<file path="src/rtl/tcam_cmp_pkg.sv">
package tcam_cmp_pkg;
  localparam int SUB_W  = 5;
  localparam int SUB_DEP = 1 << SUB_W;

  // One truth-table entry: every cared bit of the address must equal the value.
  function automatic logic sub_entry(input logic [SUB_W-1:0] addr,
                                     input logic [SUB_W-1:0] val,
                                     input logic [SUB_W-1:0] care);
    return &((addr ~^ val) | ~care);
  endfunction
endpackage

</file>
<file path="src/rtl/tcam_slice_eval.sv">
module tcam_slice_eval
  import tcam_cmp_pkg::*;
#(
  parameter int KEY_W  = 40,
  parameter int NSLICE = (KEY_W + SUB_W - 1) / SUB_W,
  parameter int SLC_W  = (NSLICE > 1) ? $clog2(NSLICE) : 1
)(
  input  logic [KEY_W-1:0] value,
  input  logic [KEY_W-1:0] care,
  input  logic [SLC_W-1:0] slice,
  input  logic [SUB_W-1:0] addr,
  output logic             entry
);
  localparam int PAD_W = NSLICE * SUB_W;

  logic [PAD_W-1:0]  val_p;
  logic [PAD_W-1:0]  care_p;
  logic [NSLICE-1:0] per_slice;

  generate
    if (PAD_W > KEY_W) begin : g_pad
      assign val_p  = {{(PAD_W-KEY_W){1'b0}}, value};
      assign care_p = {{(PAD_W-KEY_W){1'b0}}, care};   // padding is ignored
    end else begin : g_nopad
      assign val_p  = value;
      assign care_p = care;
    end
  endgenerate

  generate
    for (genvar s = 0; s < NSLICE; s++) begin : g_slice
      assign per_slice[s] = sub_entry(addr, val_p[s*SUB_W +: SUB_W],
                                      care_p[s*SUB_W +: SUB_W]);
    end
  endgenerate

  always_comb begin
    entry = 1'b0;
    for (int s = 0; s < NSLICE; s++)
      if (slice == SLC_W'(s)) entry = per_slice[s];
  end
endmodule

</file>
<file path="src/rtl/tcam_fill_seq.sv">
module tcam_fill_seq
  import tcam_cmp_pkg::*;
#(
  parameter int NSLICE = 8,
  parameter int SLC_W  = (NSLICE > 1) ? $clog2(NSLICE) : 1
)(
  input  logic             clk,
  input  logic             rst_n,
  input  logic             req_valid,
  output logic             req_ready,
  output logic             accept,
  output logic             out_valid,
  input  logic             out_ready,
  output logic [SLC_W-1:0] slice,
  output logic [SUB_W-1:0] addr,
  output logic             fire_last,
  output logic             done
);
  localparam logic [SLC_W-1:0] LAST_SLC = SLC_W'(NSLICE - 1);

  logic busy;
  logic fire;
  logic at_top;

  assign req_ready = !busy;
  assign accept    = req_valid && !busy;
  assign out_valid = busy;
  assign fire      = busy && out_ready;
  assign at_top    = (addr == {SUB_W{1'b1}});
  assign fire_last = fire && at_top && (slice == LAST_SLC);

  always_ff @(posedge clk) begin
    if (!rst_n) begin
      busy  <= 1'b0;
      slice <= '0;
      addr  <= '0;
      done  <= 1'b0;
    end else begin
      done <= 1'b0;
      if (accept) begin
        busy  <= 1'b1;
        slice <= '0;
        addr  <= '0;
      end else if (fire) begin
        if (fire_last) begin
          busy <= 1'b0;
          done <= 1'b1;
        end else if (at_top) begin
          addr  <= '0;
          slice <= slice + 1'b1;
        end else begin
          addr <= addr + 1'b1;
        end
      end
    end
  end

  a_r8_hold_on_stall: assert property (@(posedge clk) disable iff (!rst_n)
    (out_valid && !out_ready) |=> (out_valid && $stable(slice) && $stable(addr)));

  a_r3_addr_step: assert property (@(posedge clk) disable iff (!rst_n)
    (fire && !at_top) |=> (addr == $past(addr) + 1'b1) && $stable(slice));

  a_r3_slice_wrap: assert property (@(posedge clk) disable iff (!rst_n)
    (fire && at_top && !fire_last) |=> (addr == '0) && (slice == $past(slice) + 1'b1));

  a_r9_done_single: assert property (@(posedge clk) disable iff (!rst_n)
    done |=> !done);

  a_r9_done_after_last: assert property (@(posedge clk) disable iff (!rst_n)
    done |-> ($past(fire_last) && req_ready && !out_valid));

  a_r2_busy_after_accept: assert property (@(posedge clk) disable iff (!rst_n)
    accept |=> (!req_ready && out_valid && slice == '0 && addr == '0));
endmodule

</file>
<file path="src/rtl/tcam_rule_flags.sv">
module tcam_rule_flags #(
  parameter int RULES = 32,
  parameter int IDX_W = (RULES > 1) ? $clog2(RULES) : 1
)(
  input  logic             clk,
  input  logic             rst_n,
  input  logic             clr_en,
  input  logic [IDX_W-1:0] clr_idx,
  input  logic             set_en,
  input  logic [IDX_W-1:0] set_idx,
  output logic [RULES-1:0] live
);
  always_ff @(posedge clk) begin
    if (!rst_n) begin
      live <= '0;
    end else begin
      for (int i = 0; i < RULES; i++) begin
        if (clr_en && clr_idx == IDX_W'(i)) live[i] <= 1'b0;
        else if (set_en && set_idx == IDX_W'(i)) live[i] <= 1'b1;
      end
    end
  end

  a_r10_clear_on_start: assert property (@(posedge clk) disable iff (!rst_n)
    (clr_en && int'(clr_idx) < RULES) |=> !live[$past(clr_idx)]);

  a_r10_set_on_finish: assert property (@(posedge clk) disable iff (!rst_n)
    (set_en && !clr_en && int'(set_idx) < RULES) |=> live[$past(set_idx)]);

  a_r10_quiet: assert property (@(posedge clk) disable iff (!rst_n)
    (!clr_en && !set_en) |=> $stable(live));
endmodule

</file>
<file path="src/rtl/tcam_rule_compiler.sv">
module tcam_rule_compiler
  import tcam_cmp_pkg::*;
#(
  parameter int KEY_W  = 40,
  parameter int RULES  = 32,
  parameter int NSLICE = (KEY_W + SUB_W - 1) / SUB_W,
  parameter int SLC_W  = (NSLICE > 1) ? $clog2(NSLICE) : 1,
  parameter int IDX_W  = (RULES > 1) ? $clog2(RULES) : 1
)(
  input  logic             clk,
  input  logic             rst_n,
  input  logic             rule_valid,
  output logic             rule_ready,
  input  logic [KEY_W-1:0] rule_value,
  input  logic [KEY_W-1:0] rule_care,
  input  logic [IDX_W-1:0] rule_idx,
  output logic             wr_valid,
  input  logic             wr_ready,
  output logic [SLC_W-1:0] wr_slice,
  output logic [IDX_W-1:0] wr_rule,
  output logic [SUB_W-1:0] wr_addr,
  output logic             wr_bit,
  output logic             upd_done,
  output logic [RULES-1:0] rule_live
);
  logic [KEY_W-1:0] val_q;
  logic [KEY_W-1:0] care_q;
  logic [IDX_W-1:0] idx_q;
  logic             accept;
  logic             fire_last;

  always_ff @(posedge clk) begin
    if (!rst_n) begin
      val_q  <= '0;
      care_q <= '0;
      idx_q  <= '0;
    end else if (accept) begin
      val_q  <= rule_value;
      care_q <= rule_care;
      idx_q  <= rule_idx;
    end
  end

  assign wr_rule = idx_q;

  tcam_fill_seq #(.NSLICE(NSLICE), .SLC_W(SLC_W)) u_seq (
    .clk       (clk),
    .rst_n     (rst_n),
    .req_valid (rule_valid),
    .req_ready (rule_ready),
    .accept    (accept),
    .out_valid (wr_valid),
    .out_ready (wr_ready),
    .slice     (wr_slice),
    .addr      (wr_addr),
    .fire_last (fire_last),
    .done      (upd_done)
  );

  tcam_slice_eval #(.KEY_W(KEY_W), .NSLICE(NSLICE), .SLC_W(SLC_W)) u_eval (
    .value (val_q),
    .care  (care_q),
    .slice (wr_slice),
    .addr  (wr_addr),
    .entry (wr_bit)
  );

  tcam_rule_flags #(.RULES(RULES), .IDX_W(IDX_W)) u_flags (
    .clk     (clk),
    .rst_n   (rst_n),
    .clr_en  (accept),
    .clr_idx (rule_idx),
    .set_en  (fire_last),
    .set_idx (idx_q),
    .live    (rule_live)
  );

  a_r11_rule_held: assert property (@(posedge clk) disable iff (!rst_n)
    (wr_valid && !rule_ready) |=> $stable(wr_rule));

  a_r8_bit_held: assert property (@(posedge clk) disable iff (!rst_n)
    (wr_valid && !wr_ready) |=> ($stable(wr_bit) && $stable(wr_rule)));
endmodule

</file>
<file path="config.mk">
export PLATFORM = sky130hd
export DESIGN_NAME = tcam_rule_compiler
export DESIGN_NICKNAME = d
export VERILOG_FILES = /design/src/rtl/tcam_cmp_pkg.sv /design/src/rtl/tcam_slice_eval.sv /design/src/rtl/tcam_fill_seq.sv /design/src/rtl/tcam_rule_flags.sv /design/src/rtl/tcam_rule_compiler.sv
export SDC_FILE = /design/constraint.sdc
export NUM_CORES = 1
export LEC_CHECK = 0
export CORE_AREA = 5 5 109 121
export DETAILED_ROUTE_END_ITERATION = 12
export DIE_AREA = 0 0 114 126
export PLACE_DENSITY = 0.76
export SLEW_MARGIN = 10
export SYNTH_ARGS = -nofsm -noshare
export SYNTH_HDL_FRONTEND = slang
export SYNTH_HIERARCHICAL = 1
export SYNTH_SLANG_ARGS = --single-unit
</file>
<file path="constraint.sdc">
create_clock -name clk -period 2.2 [get_ports clk]
set_input_delay 0.55 -clock clk [delete_from_list [all_inputs] [get_ports clk]]
set_output_delay 0.55 -clock clk [all_outputs]
set_load 0.01 [all_outputs]
</file>
==> results by group, run 1 <==
Logic synthesis
  • Yosys top cell by area: dfxtp_1
  • Mapped Cells: about 570
  • Register area share after synthesis: 44.33%
  • Syn Area/Cell: just over 10 um^2
  • Post-Synthesis Cell Area: about 5700 um^2
  • Yosys cell types: 42
  • #FFs+latches synth: around 130
  • Synth top area cells: dfxtp_1 44%, mux2i_1 15%, nor2b_1 9.6%
  • YS warnings: 6
  • Syn Nets: approximately 660
  • Top cell type's share of synthesized area: approximately 44%

Routing
  • Starting DRT DRC Count: between 300 and 400
  • DRC viols: 0
  • Vias: around 4800
  • DRT Pass-1 Iters: 5
  • Post-DR vias/cell: about 5.4
  • Post-detailed-route count of antenna-violating nets: 0
  • DR WL/cell: about 19 um
  • Detailed Route WL: roughly 17000 um

Clock network
  • Clk_lat worst skew: just over 0.4 ns
  • Inserted Clock Buffers: 17
  • Clk pin slew, worst setup/hold paths: about 0.06 ns
  • # H-tree levels: 4
  • CTS tree: yes
  • Setup bufs post-CTS: 0
  • Clk Tree Root Cell: clkbuf_16
  • Clk buf depth: 2
  • CTS Sinks: between 100 and 150
  • Hold buffers post-CTS: 0

Pwr
  • Worst vdd ir: about 0.00045 V
  • Pwr Total: roughly 0.006 W
  • PwrDens: roughly 750 nW/um^2
  • NetSw: 0.001357 W
  • Sw frac: 22.26%
  • Clock share of power: between 40% and 50%
  • Flop pwr share: 40.8%
  • Combinational power share: a little over a tenth
  • P_int: approximately 0.0047 W
  • Static Leak: roughly 3.3 nW

Worst setup path
  • Endpoint type of the worst setup path: primary output
  • WS Path Type: reg2out
  • Critical path fanouts, max: 5
  • Reg2reg path depth: 10
  • Crit path DAT: around 1.9 ns
  • Data required, critical path: about 1.7 ns
  • Setup crit start kind: flip-flop
  • Capture point of the worst reg-to-reg path: u_flags/live[14]
  • R2R Setup Slk: 0.11 ns
  • Worst r2r src: u_seq/addr[0]

Global routing
  • Antenna violations before repair: 0
  • GRT overflow: 0
  • Vias in the first global route: just over 5000
  • Largest net degree at the start of global routing: 67
  • All-Layer GR Usage: between 20% and 30%
  • Global-route wire length before repair: ~27000 um

Hold path
  • Hold path startpoint: u_flags/live[23]
  • Hold Crit Endpoint: u_flags/live[23]
  • Hold Path Class: reg2reg
  • Hold Path Cell Cnt: 2

Outcome
  • Status: finished with violations
  • Failing checks: setup timing

STA
  • Worst slew pin tran: 0.8322 ns
  • Max-slew violation count: 0
  • RSZ-0062 raised after global routing: yes
  • Hold Fails Final Rpt: 0
  • Peak Freq: around 410 MHz
  • Layout Skew: ~0.0063 ns
  • Slew margin rel.: approximately 44%
  • Post-layout minimum cycle time: 2.443 ns
  • Final setup vio count: 1
  • Ratio of final minimum period to clock period: 111.1%
  • Worst setup margin: -0.2431 ns

Place
  • # port buffers: 137
  • DP HPWL: ~12000 um
  • Routability-driven placement congestion ratio: 0.8988
  • Placed insts: 866

Die
  • Initial Util: roughly half
  • Die X: about 110 um
  • Die area: ~14000 um^2
  • I/O pins: 138
  • Core Box Area: 11820 um^2
  • Row cnt: 42
  • Vert. Die Dim: between 100 and 150 um

Job
  • Max-Cap Viols: 0

Layout
  • Layout area overhead: 42.02%
  • # diodes: 0
  • Nets@finish: a little over 800
  • Cell Count, Final, Fillers Out: roughly 900
  • Layout cell share with drive strength beyond 1: between 10% and 20%
worst max-delay path, stage by stage (launching register included):
cell and delay, ns:
dfxtp_2 0.35, xor2_1 0.16, a22o_1 0.24, a221oi_1 0.29, a22oi_1 0.16, nand4_1 0.14, buf_2 0.14
worst max path at each step:
stage          depth (start not counted)  slack, ns           from               to
2_1_floorplan                          8       0.24  u_seq/addr[0]  u_flags/live[0]
3_3_place_gp                           6      -0.34  u_seq/addr[1]           wr_bit
3_5_place_dp                           6      -0.48  u_seq/addr[1]           wr_bit
4_1_cts                                6      -0.20  u_seq/addr[2]           wr_bit
5_1_grt                                6      -0.33  u_seq/addr[1]           wr_bit
6_report                               6      -0.24  u_seq/addr[4]           wr_bit
registers in the layout, indices dropped and copies added (netlist names):
| signal | count |
|---|---|
| u_seq/addr | 5 |
| u_seq/slice | 3 |
| u_seq/done | 1 |
| care_q | 40 |
| u_seq/out_valid | 1 |
| val_q | 40 |
| wr_rule | 5 |
| u_flags/live | 32 |
cell usage in the layout (no fill, tap or decap), drive strengths merged, types with 5 or more instances in the layout:
| master | instances |
|---|---|
| a2111oi | 8 |
| a21oi | 36 |
| a22oi | 13 |
| buf | 44 |
| clkbuf | 21 |
| clkdlybuf4s50 | 134 |
| clkinv | 5 |
| dfxtp | 127 |
| mux2i | 87 |
| nand3 | 7 |
| nand4b | 5 |
| nor2 | 37 |
| nor2b | 88 |
| o21ai | 37 |
| xor2 | 41 |
synthesized netlist by cell type:
cell,count
and2_1,2
nand2b_1,4
nor4b_2,1
nand4bb_1,3
a2111oi_0,7
o21ai_1,8
buf_4,5
mux2i_1,87
and4_1,2
and4b_1,3
xor2_1,41
a221oi_1,2
a22o_1,2
and2_0,1
or4_1,1
or3_1,1
nand3_1,7
dfxtp_1,127
inv_1,4
o221a_2,1
nor2_1,37
a22oi_1,13
a2111oi_2,1
nand2_1,2
ha_1,4
buf_2,3
a21o_1,1
buf_6,3
nand4b_1,5
nand4_1,4
and4bb_1,3
buf_12,6
clkbuf_1,16
nor2b_1,88
and3_1,1
or4b_4,1
a21oi_1,36
nand3b_1,1
a31oi_1,1
or2_0,1
nand2_2,1
o21ai_0,29
stage by stage:
stage                     utilization, %  setup TNS [ns]  setup WS (ns)  hold WS (ns)  area (um^2)
after global placement             62.70         -0.3421        -0.3421        0.4761         7413
after detailed placement           62.70         -0.4977        -0.4840        0.4740         7413
after CTS                          68.78         -0.2019        -0.2019        0.5016         8133
final                              68.89         -0.2431        -0.2431        0.4932         8145
after floorplan                        -               0         0.2361        0.4781         5736
after global routing               68.89         -0.3325        -0.3274        0.5199         8145
power by group through the flow:
stage / Combinational, W / Clock [W] / Sequential, W
CTS: 0.000636 / 0.00299 / 0.00249
global route: 0.000687 / 0.00313 / 0.00249
floorplan: 0.000364 / 0 / 0.00250
detailed placement: 0.000623 / 0 / 0.00253
finish: 0.000640 / 0.00297 / 0.00249
global placement: 0.000611 / 0 / 0.00253
repair_timing:
action / CTS / global route
gates resized for setup: 31 / 8
pin swaps: 15 / 0
endpoints found under the setup margin: 9 / 26
routing by layer:
layer  GRT usage [%]  part of all wire, %
met1           28.76                   42
met2           39.94                   49
met3           6.286                  7.0
met4           8.456                  1.9
met5               0                    0
kinds of logic (layout without fill, tap and decap cells):
kind of cell             Yosys count  in the layout  synth area share, %
buffers and inverters             37            214                4.908
adder cells (fa/ha/maj)            4              4               0.8726
AND/OR/NAND/NOR                  169            169                18.00
flip-flops                       127            127                44.33
XOR/XNOR                          41             41                6.261
AO/OA/AOI/OAI                    101            101                10.45
multiplexers                      87             87                15.18
area by class of cell:
type / instances / area, um^2
fill: 886 / 3679
multi-input combinational: 402 / 2999
clock inverter: 10 / 160.2
clock buffer: 21 / 470.5
tap: 154 / 192.7
inverter: 4 / 15.01
timing repair buffer: 179 / 1749
sequential: 127 / 2559
No activity file was read; power rests on OpenSTA's default activity.
==> run 2, diff against run 1 <==
--- a/config.mk
+++ b/config.mk
@@ -8,7 +8,9 @@
 export CORE_AREA = 5 5 109 121
 export DETAILED_ROUTE_END_ITERATION = 12
 export DIE_AREA = 0 0 114 126
+export GPL_TIMING_DRIVEN = 0
 export PLACE_DENSITY = 0.76
+export SETUP_SLACK_MARGIN = 0.3
 export SLEW_MARGIN = 10
 export SYNTH_ARGS = -nofsm -noshare
 export SYNTH_HDL_FRONTEND = slang
==> results by group, run 2 (synthesis results as in run 1) <==
Pwr
  • Clock share of power: 46.8% (-1.9 points)
  • Worst vdd ir: 0.0004880 V (+9.6%)
  • PwrDens: 718.3 nW/um^2 (-4.1%)
  • Combinational power share: 11.3% (+0.8 points)
  • Pwr Total: 0.005869 W (-3.8%)
  • NetSw: 0.001314 W (-3.2%)
  • Flop pwr share: 42.0% (+1.2 points)
  • Sw frac: 22.38% (+0.12 points)
  • P_int: 0.004555 W (-3.9%)
  • Static Leak: 3.462 nW (+5.4%)

Worst setup path
  • Critical path fanouts, max: 7 (+2)
  • CP max stage cell: dfxtp_4
  • Setup crit start kind: flip-flop
  • Crit path DAT: 2.00 ns (+0.11 ns)
  • WS Path Type: reg2out
  • Endpoint type of the worst setup path: primary output
  • R2R Setup Slk: 0.28 ns (+0.17 ns)
  • Data required, critical path: 1.65 ns (about the same)
  • Largest stage delay, worst path: 0.34 ns (about the same)
  • Reg2reg path depth: 9 (-1)
  • Worst r2r src: u_seq/addr[1]
  • Capture point of the worst reg-to-reg path: u_flags/live[7]
  • Critical-path cell list: buf_8 > xor2_1 > a22o_1 > a221oi_2 > a22oi_1 > nand4_1 > buf_2

Place
  • Routability-driven placement congestion ratio: 0.9073 (+0.95%)
  • Pre-CTS setup slack: -0.5712 ns (-0.08719 ns)
  • # port buffers: 137 (unchanged)
  • DP HPWL: 11570 um (-4.3%)

Layout
  • Top flop regs: care_q x40, val_q x40, u_flags/live x32
  • # diodes: 0 (unchanged)
  • Commonest cells after routing, fill and taps aside: 116 x dfxtp_1, 113 x clkdlybuf4s50_1, 87 x mux2i_1, 87 x nor2b_1, 41 x xor2_1
  • Commonest non-fill, non-tap cell in the layout: dfxtp_1
  • Fillers: 907 (+2.4%)
  • Nets@finish: 830 (+0.73%)
  • Layout area overhead: 42.45%
  • Layout cell share with drive strength beyond 1: 12.85% (-0.74 points)

Routing
  • Starting DRT DRC Count: 276 (-18%)
  • Detailed Route WL: 16900 um (-0.24%)
  • Post-detailed-route count of antenna-violating nets: 0 (unchanged)
  • Post-DR vias/cell: 5.418 (+0.86%)
  • DRC viols: 0 (unchanged)
  • DR WL/cell: 18.76 um (-0.68%)
  • DRT Pass-1 Iters: 5 (unchanged)
  • Vias: 4882 (+1.3%)

Die
  • Core Box Area: 11820 um^2 (unchanged)
  • Row cnt: 42 (unchanged)
  • Die X: 114 um (unchanged)
  • Initial Util: 48.51% (unchanged)
  • I/O pins: 138 (unchanged)
  • Die area: 14360 um^2 (unchanged)
  • Vert. Die Dim: 126 um (unchanged)

STA
  • Max-slew violation count: 0 (unchanged)
  • Final setup vio count: 1 (unchanged)
  • RSZ-0062 raised after global routing: yes
  • Slew margin rel.: 46.34% (+1.9 points)
  • Worst hold margin: 0.4864 ns (-0.006835 ns)
  • Layout Skew: 0.006656 ns (+0.0003485 ns)
  • Hold Fails Final Rpt: 0 (unchanged)
  • Worst slew pin tran: 0.8019 ns (-0.03033 ns)
  • Worst setup margin: -0.3460 ns (-0.1029 ns)
  • Peak Freq: 392.8 MHz (-4.0%)
  • Post-layout minimum cycle time: 2.546 ns (+0.1029 ns)
  • Ratio of final minimum period to clock period: 115.7% (+4.7 points)

Clock network
  • Clk Tree Root Cell: clkbuf_16
  • Clk buf depth: 2 (unchanged)
  • CTS Sinks: 127 (unchanged)
  • CTS tree: yes
  • Clk pin slew, worst setup/hold paths: 0.05 ns (about the same)
  • Clk_lat worst skew: 0.41 ns (about the same)
  • # H-tree levels: 4 (unchanged)
  • Inserted Clock Buffers: 17 (unchanged)

Global routing
  • Global-route wire length before repair: 26700 um (+0.29%)
  • GRT overflow: 0 (unchanged)
  • Vias in the first global route: 5123 (-0.29%)
  • Largest net degree at the start of global routing: 17 (-75%)
  • All-Layer GR Usage: 23.59% (-0.024 points)
  • Antenna violations before repair: 0 (unchanged)

Hold path
  • Hold Crit Endpoint: u_flags/live[15]
  • Hold Path Cell Cnt: 2 (unchanged)
  • Hold Path Class: reg2reg
  • Hold path startpoint: u_flags/live[15]

Job
  • Max-Cap Viols: 0 (unchanged)

Outcome
  • Status: finished with violations
  • Failing checks: setup timing
[run 2: worst max path at each step]
stage                              from  endpoint  slack, ns  depth (start not counted)
after global placement    u_seq/addr[3]    wr_bit      -0.57                          6
after global routing      u_seq/addr[0]    wr_bit      -0.43                          7
final                     u_seq/addr[4]    wr_bit      -0.35                          7
after CTS                 u_seq/addr[4]    wr_bit      -0.35                          8
after detailed placement  u_seq/addr[3]    wr_bit      -0.57                          6
after floorplan           u_seq/addr[2]    wr_bit       0.30                          6
[run 2: stage by stage]
step / setup TNS (ns) / std cells / util (%) / area [um^2]
finish: -0.3460 / 901 / 69.10 / 8170
global route: -0.4294 / 901 / 69.10 / 8170
CTS: -0.3453 / 901 / 68.65 / 8117
detailed placement: -46.94 / 857 / 61.89 / 7318
global placement: -44.24 / 857 / 61.89 / 7318
floorplan: 0 / 566 / - / 5754
[run 2: critical path, delay by kind of cell (launching register included)]
family	cells	cell delay (ns)
AOI/OAI and AO/OA	3	0.68
DFF	1	0.34
and+or+nand+nor	1	0.11
buffers and inverters	2	0.28
xor gates and xnor gates	1	0.16
[run 2: what timing repair did]
| item | in CTS | in global routing |
|---|---|---|
| setup endpoints to repair | 140 | 43 |
| buffers inserted | 14 | 0 |
| resized for setup | 61 | 22 |
| cloned | 1 | 0 |
| pin swaps | 9 | 3 |
| endpoints found under the hold margin | 0 | 0 |
| hold buffers | 0 | 0 |
[run 2: power by group through the flow]
stage	sequential [W]	combinational [W]	clock, W
6_report	0.00246	0.000661	0.00274
5_1_grt	0.00247	0.000711	0.00288
4_1_cts	0.00246	0.000660	0.00277
3_5_place_dp	0.00251	0.000648	0
3_3_place_gp	0.00251	0.000634	0
2_1_floorplan	0.00250	0.000364	0
[run 2: cell type report]
type	instances	area [um^2]	share of cell area, %
inverters	4	15.01	0.1838
multi-input cells	403	3022	36.98
clock inverters	6	82.58	1.011
well taps	154	192.7	2.358
flip-flops and latches	127	2576	31.53
clock buffers	23	498.0	6.095
plain buffers	33	304.0	3.721
repair buffers	151	1480	18.12
[run 2: layer usage]
| metal | vias up | wire length, um | GRT usage, % |
|---|---|---|---|
| met5 | - | 0 | 0 |
| met4 | 0 | 378 | 8.875 |
| met3 | 38 | 1451 | 7.054 |
| met2 | 216 | 8429 | 40.08 |
| met1 | 2299 | 6644 | 27.90 |
| li1 | 2329 | - | - |
==> run 3, diff against run 2 <==
--- a/config.mk
+++ b/config.mk
@@ -5,9 +5,11 @@
 export SDC_FILE = /design/constraint.sdc
 export NUM_CORES = 1
 export LEC_CHECK = 0
-export CORE_AREA = 5 5 109 121
+export CELL_PAD_IN_SITES_DETAIL_PLACEMENT = 0
+export CELL_PAD_IN_SITES_GLOBAL_PLACEMENT = 1
+export CORE_AREA = 5 5 124 137
 export DETAILED_ROUTE_END_ITERATION = 12
-export DIE_AREA = 0 0 114 126
+export DIE_AREA = 0 0 129 142
 export GPL_TIMING_DRIVEN = 0
 export PLACE_DENSITY = 0.76
 export SETUP_SLACK_MARGIN = 0.3
==> results by group, run 3 (synthesis results as in run 1) <==
Routing
  • Detailed Route WL: 16750 um (-0.89%)
  • DR WL/cell: 17.69 um (-5.7%)
  • Starting DRT DRC Count: 217 (-21%)
  • Vias: 4713 (-3.5%)
  • DRT Pass-1 Iters: 4 (-1)
  • Post-detailed-route count of antenna-violating nets: 0 (unchanged)
  • DRC viols: 0 (unchanged)
  • Post-DR vias/cell: 4.977 (-8.2%)

Clock network
  • Clk buf depth: 2 (unchanged)
  • Clk pin slew, worst setup/hold paths: 0.06 ns (about the same)
  • Inserted Clock Buffers: 17 (unchanged)
  • CTS tree: yes
  • # H-tree levels: 4 (unchanged)
  • Clk_lat worst skew: 0.41 ns (about the same)
  • CTS Sinks: 127 (unchanged)
  • Clk Tree Root Cell: clkbuf_16

STA
  • Slew margin rel.: 45.72% (-0.63 points)
  • Hold Fails Final Rpt: 0 (unchanged)
  • Worst setup margin: -0.3824 ns (-0.03640 ns)
  • Post-layout minimum cycle time: 2.582 ns (+0.03640 ns)
  • Worst hold margin: 0.4841 ns (-0.002207 ns)
  • Final setup vio count: 1 (unchanged)
  • Worst slew pin tran: 0.8112 ns (+0.009360 ns)
  • Peak Freq: 387.2 MHz (-1.4%)
  • Ratio of final minimum period to clock period: 117.4% (+1.7 points)
  • Max-slew violation count: 0 (unchanged)
  • Layout Skew: 0.006579 ns (-0.00007678 ns)
  • RSZ-0062 raised after global routing: yes

Place
  • DP HPWL: 11860 um (+2.5%)
  • Placed inst area: 7376 um^2 (+0.79%)
  • Pre-CTS setup slack: -0.5975 ns (-0.02635 ns)
  • # port buffers: 137 (unchanged)
  • Routability-driven placement congestion ratio: 0.8902 (-1.9%)

Global routing
  • Antenna violations before repair: 0 (unchanged)
  • Met1 Use GR: 24.19% (-3.7 points)
  • GRT overflow: 0 (unchanged)
  • All-Layer GR Usage: 18.63% (-5.0 points)
  • Most Used Layer, Global Route: met2
  • Met3 global-route usage: 5.405% (-1.6 points)
  • GR Util met2: 30.16% (-9.9 points)
  • Vias in the first global route: 4930 (-3.8%)
  • Global-route wire length before repair: 26410 um (-1.1%)
  • Largest net degree at the start of global routing: 17 (unchanged)

Layout
  • Top flop regs: care_q x40, val_q x40, u_flags/live x32
  • Nets@finish: 826 (-0.48%)
  • Multi-input logic area: 3037 um^2 (+0.50%)
  • Final Core Density: 53.20% (-16 points)
  • Layout cell share with drive strength beyond 1: 12.73% (-0.12 points)
  • Reg area: 2575 um^2 (about the same)
  • Commonest cells after routing, fill and taps aside: 117 x dfxtp_1, 107 x clkdlybuf4s50_1, 87 x mux2i_1, 87 x nor2b_1, 40 x xor2_1
  • Commonest non-fill, non-tap cell in the layout: dfxtp_1
  • Layout area overhead: 43.72%
  • Final design area excluding fillers: 8243 um^2 (+0.89%)
  • Fillers: 1417 (+56%)

Job
  • Max-Cap Viols: 0 (unchanged)

Die
  • Row cnt: 48 (+14%)
  • Die area: 18320 um^2 (+28%)
  • Core Box Area: 15490 um^2 (+31%)
  • Initial Util: 37.02% (-11 points)
  • Vert. Die Dim: 142 um (+13%)
  • Die X: 129 um (+13%)
  • I/O pins: 138 (unchanged)

Worst setup path
  • Critical-path cell list: buf_6 > xor2_1 > a22o_1 > a221oi_2 > a22oi_1 > nand4_1 > buf_2
  • R2R Setup Slk: 0.27 ns (about the same)
  • Setup crit start kind: flip-flop
  • Largest delay share family, worst path: compound AO/OA/AOI/OAI gates
  • Crit path DAT: 2.03 ns (+0.03 ns)
  • WS Path Type: reg2out
  • Data required, critical path: 1.65 ns (about the same)
  • Largest stage delay, worst path: 0.34 ns (about the same)
  • Critical path fanouts, max: 6 (-1)
  • Endpoint type of the worst setup path: primary output
  • CP max stage cell: dfxtp_2
  • CP Buf/Inv Count: 2 (unchanged)

Hold path
  • Hold Path Class: reg2reg

Pwr
  • PwrDens: 721.3 nW/um^2 (+0.41%)
  • Static Leak: 3.526 nW (+1.9%)
  • Worst vdd ir: 0.0004575 V (-6.2%)

Outcome
  • Failing checks: setup timing
  • Status: finished with violations
## run 3: cell types whose count changed in the layout (fill, tap and decap cells not counted), moves of 3 or more
cell | previous run | this run
a2111oi_1 | 4 | 1
a2111oi_2 | 3 | 6
buf_4 | 18 | 14
clkbuf_8 | 5 | 0
clkdlybuf4s50_1 | 113 | 107
clkinv_4 | 0 | 3
clkinvlp_4 | 1 | 5
dlymetal6s2s_1 | 9 | 14
## run 3: tightest hold or removal path, cell delays in order, from the launching register on
cell,delay (ns)
dfxtp_1,0.32
a21oi_1,0.04
nor2_1,0.08
## run 3: timing repair
item / in CTS / in global routing
gates cloned: 1 / 0
endpoints found under the setup margin: 142 / 98
buffers inserted: 5 / 5
hold buffers: 0 / 0
gates resized for setup: 57 / 29
pin swaps: 8 / 3
hold endpoints to repair: 0 / 0
## run 3: routing by layer
layer  vias up  share of wire [%]
met1      2201                 44
li1       2316                  -
met2       176                 47
met3        20                7.4
met4         0                1.3
met5         -                  0
## run 3: cell type report
type,instances,share of cell area (%)
Multi-Input combinational cell,403,36.84
Tap cell,200,3.036
Buffer,33,3.582
Sequential cell,127,31.24
Clock inverter,14,2.049
Inverter,4,0.1821
Antenna cell,1,0.03036
Clock buffer,18,5.206
Timing Repair Buffer,147,17.84
## run 3: where the power goes
group / leakage [nW] / switching, W / internal, W
Clock: 0.278 / 0.00105 / 0.00178
Sequential: 1.04 / 0.0000710 / 0.00239
Combinational: 2.20 / 0.000283 / 0.000371
## run 3: path summary, 6_finish.rpt
kind | start | end | cells past startpoint
setup / recovery | u_seq/addr[4] | wr_bit | 7
hold / removal | u_flags/live[31] | u_flags/live[31] | 2
setup reg to reg | u_seq/addr[1] | u_flags/live[2] | 9
hold reg to reg | u_flags/live[31] | u_flags/live[31] | 2
## run 3: metrics by stage
stage / total power [W] / TNS (ns) / cells
after floorplan: 0.002864 / 0 / 566
after global placement: 0.003152 / -47.51 / 903
after detailed placement: 0.003163 / -47.54 / 903
after CTS: 0.005993 / -0.4106 / 941
after global routing: 0.006171 / -0.4398 / 946
final: 0.005945 / -0.3824 / 947
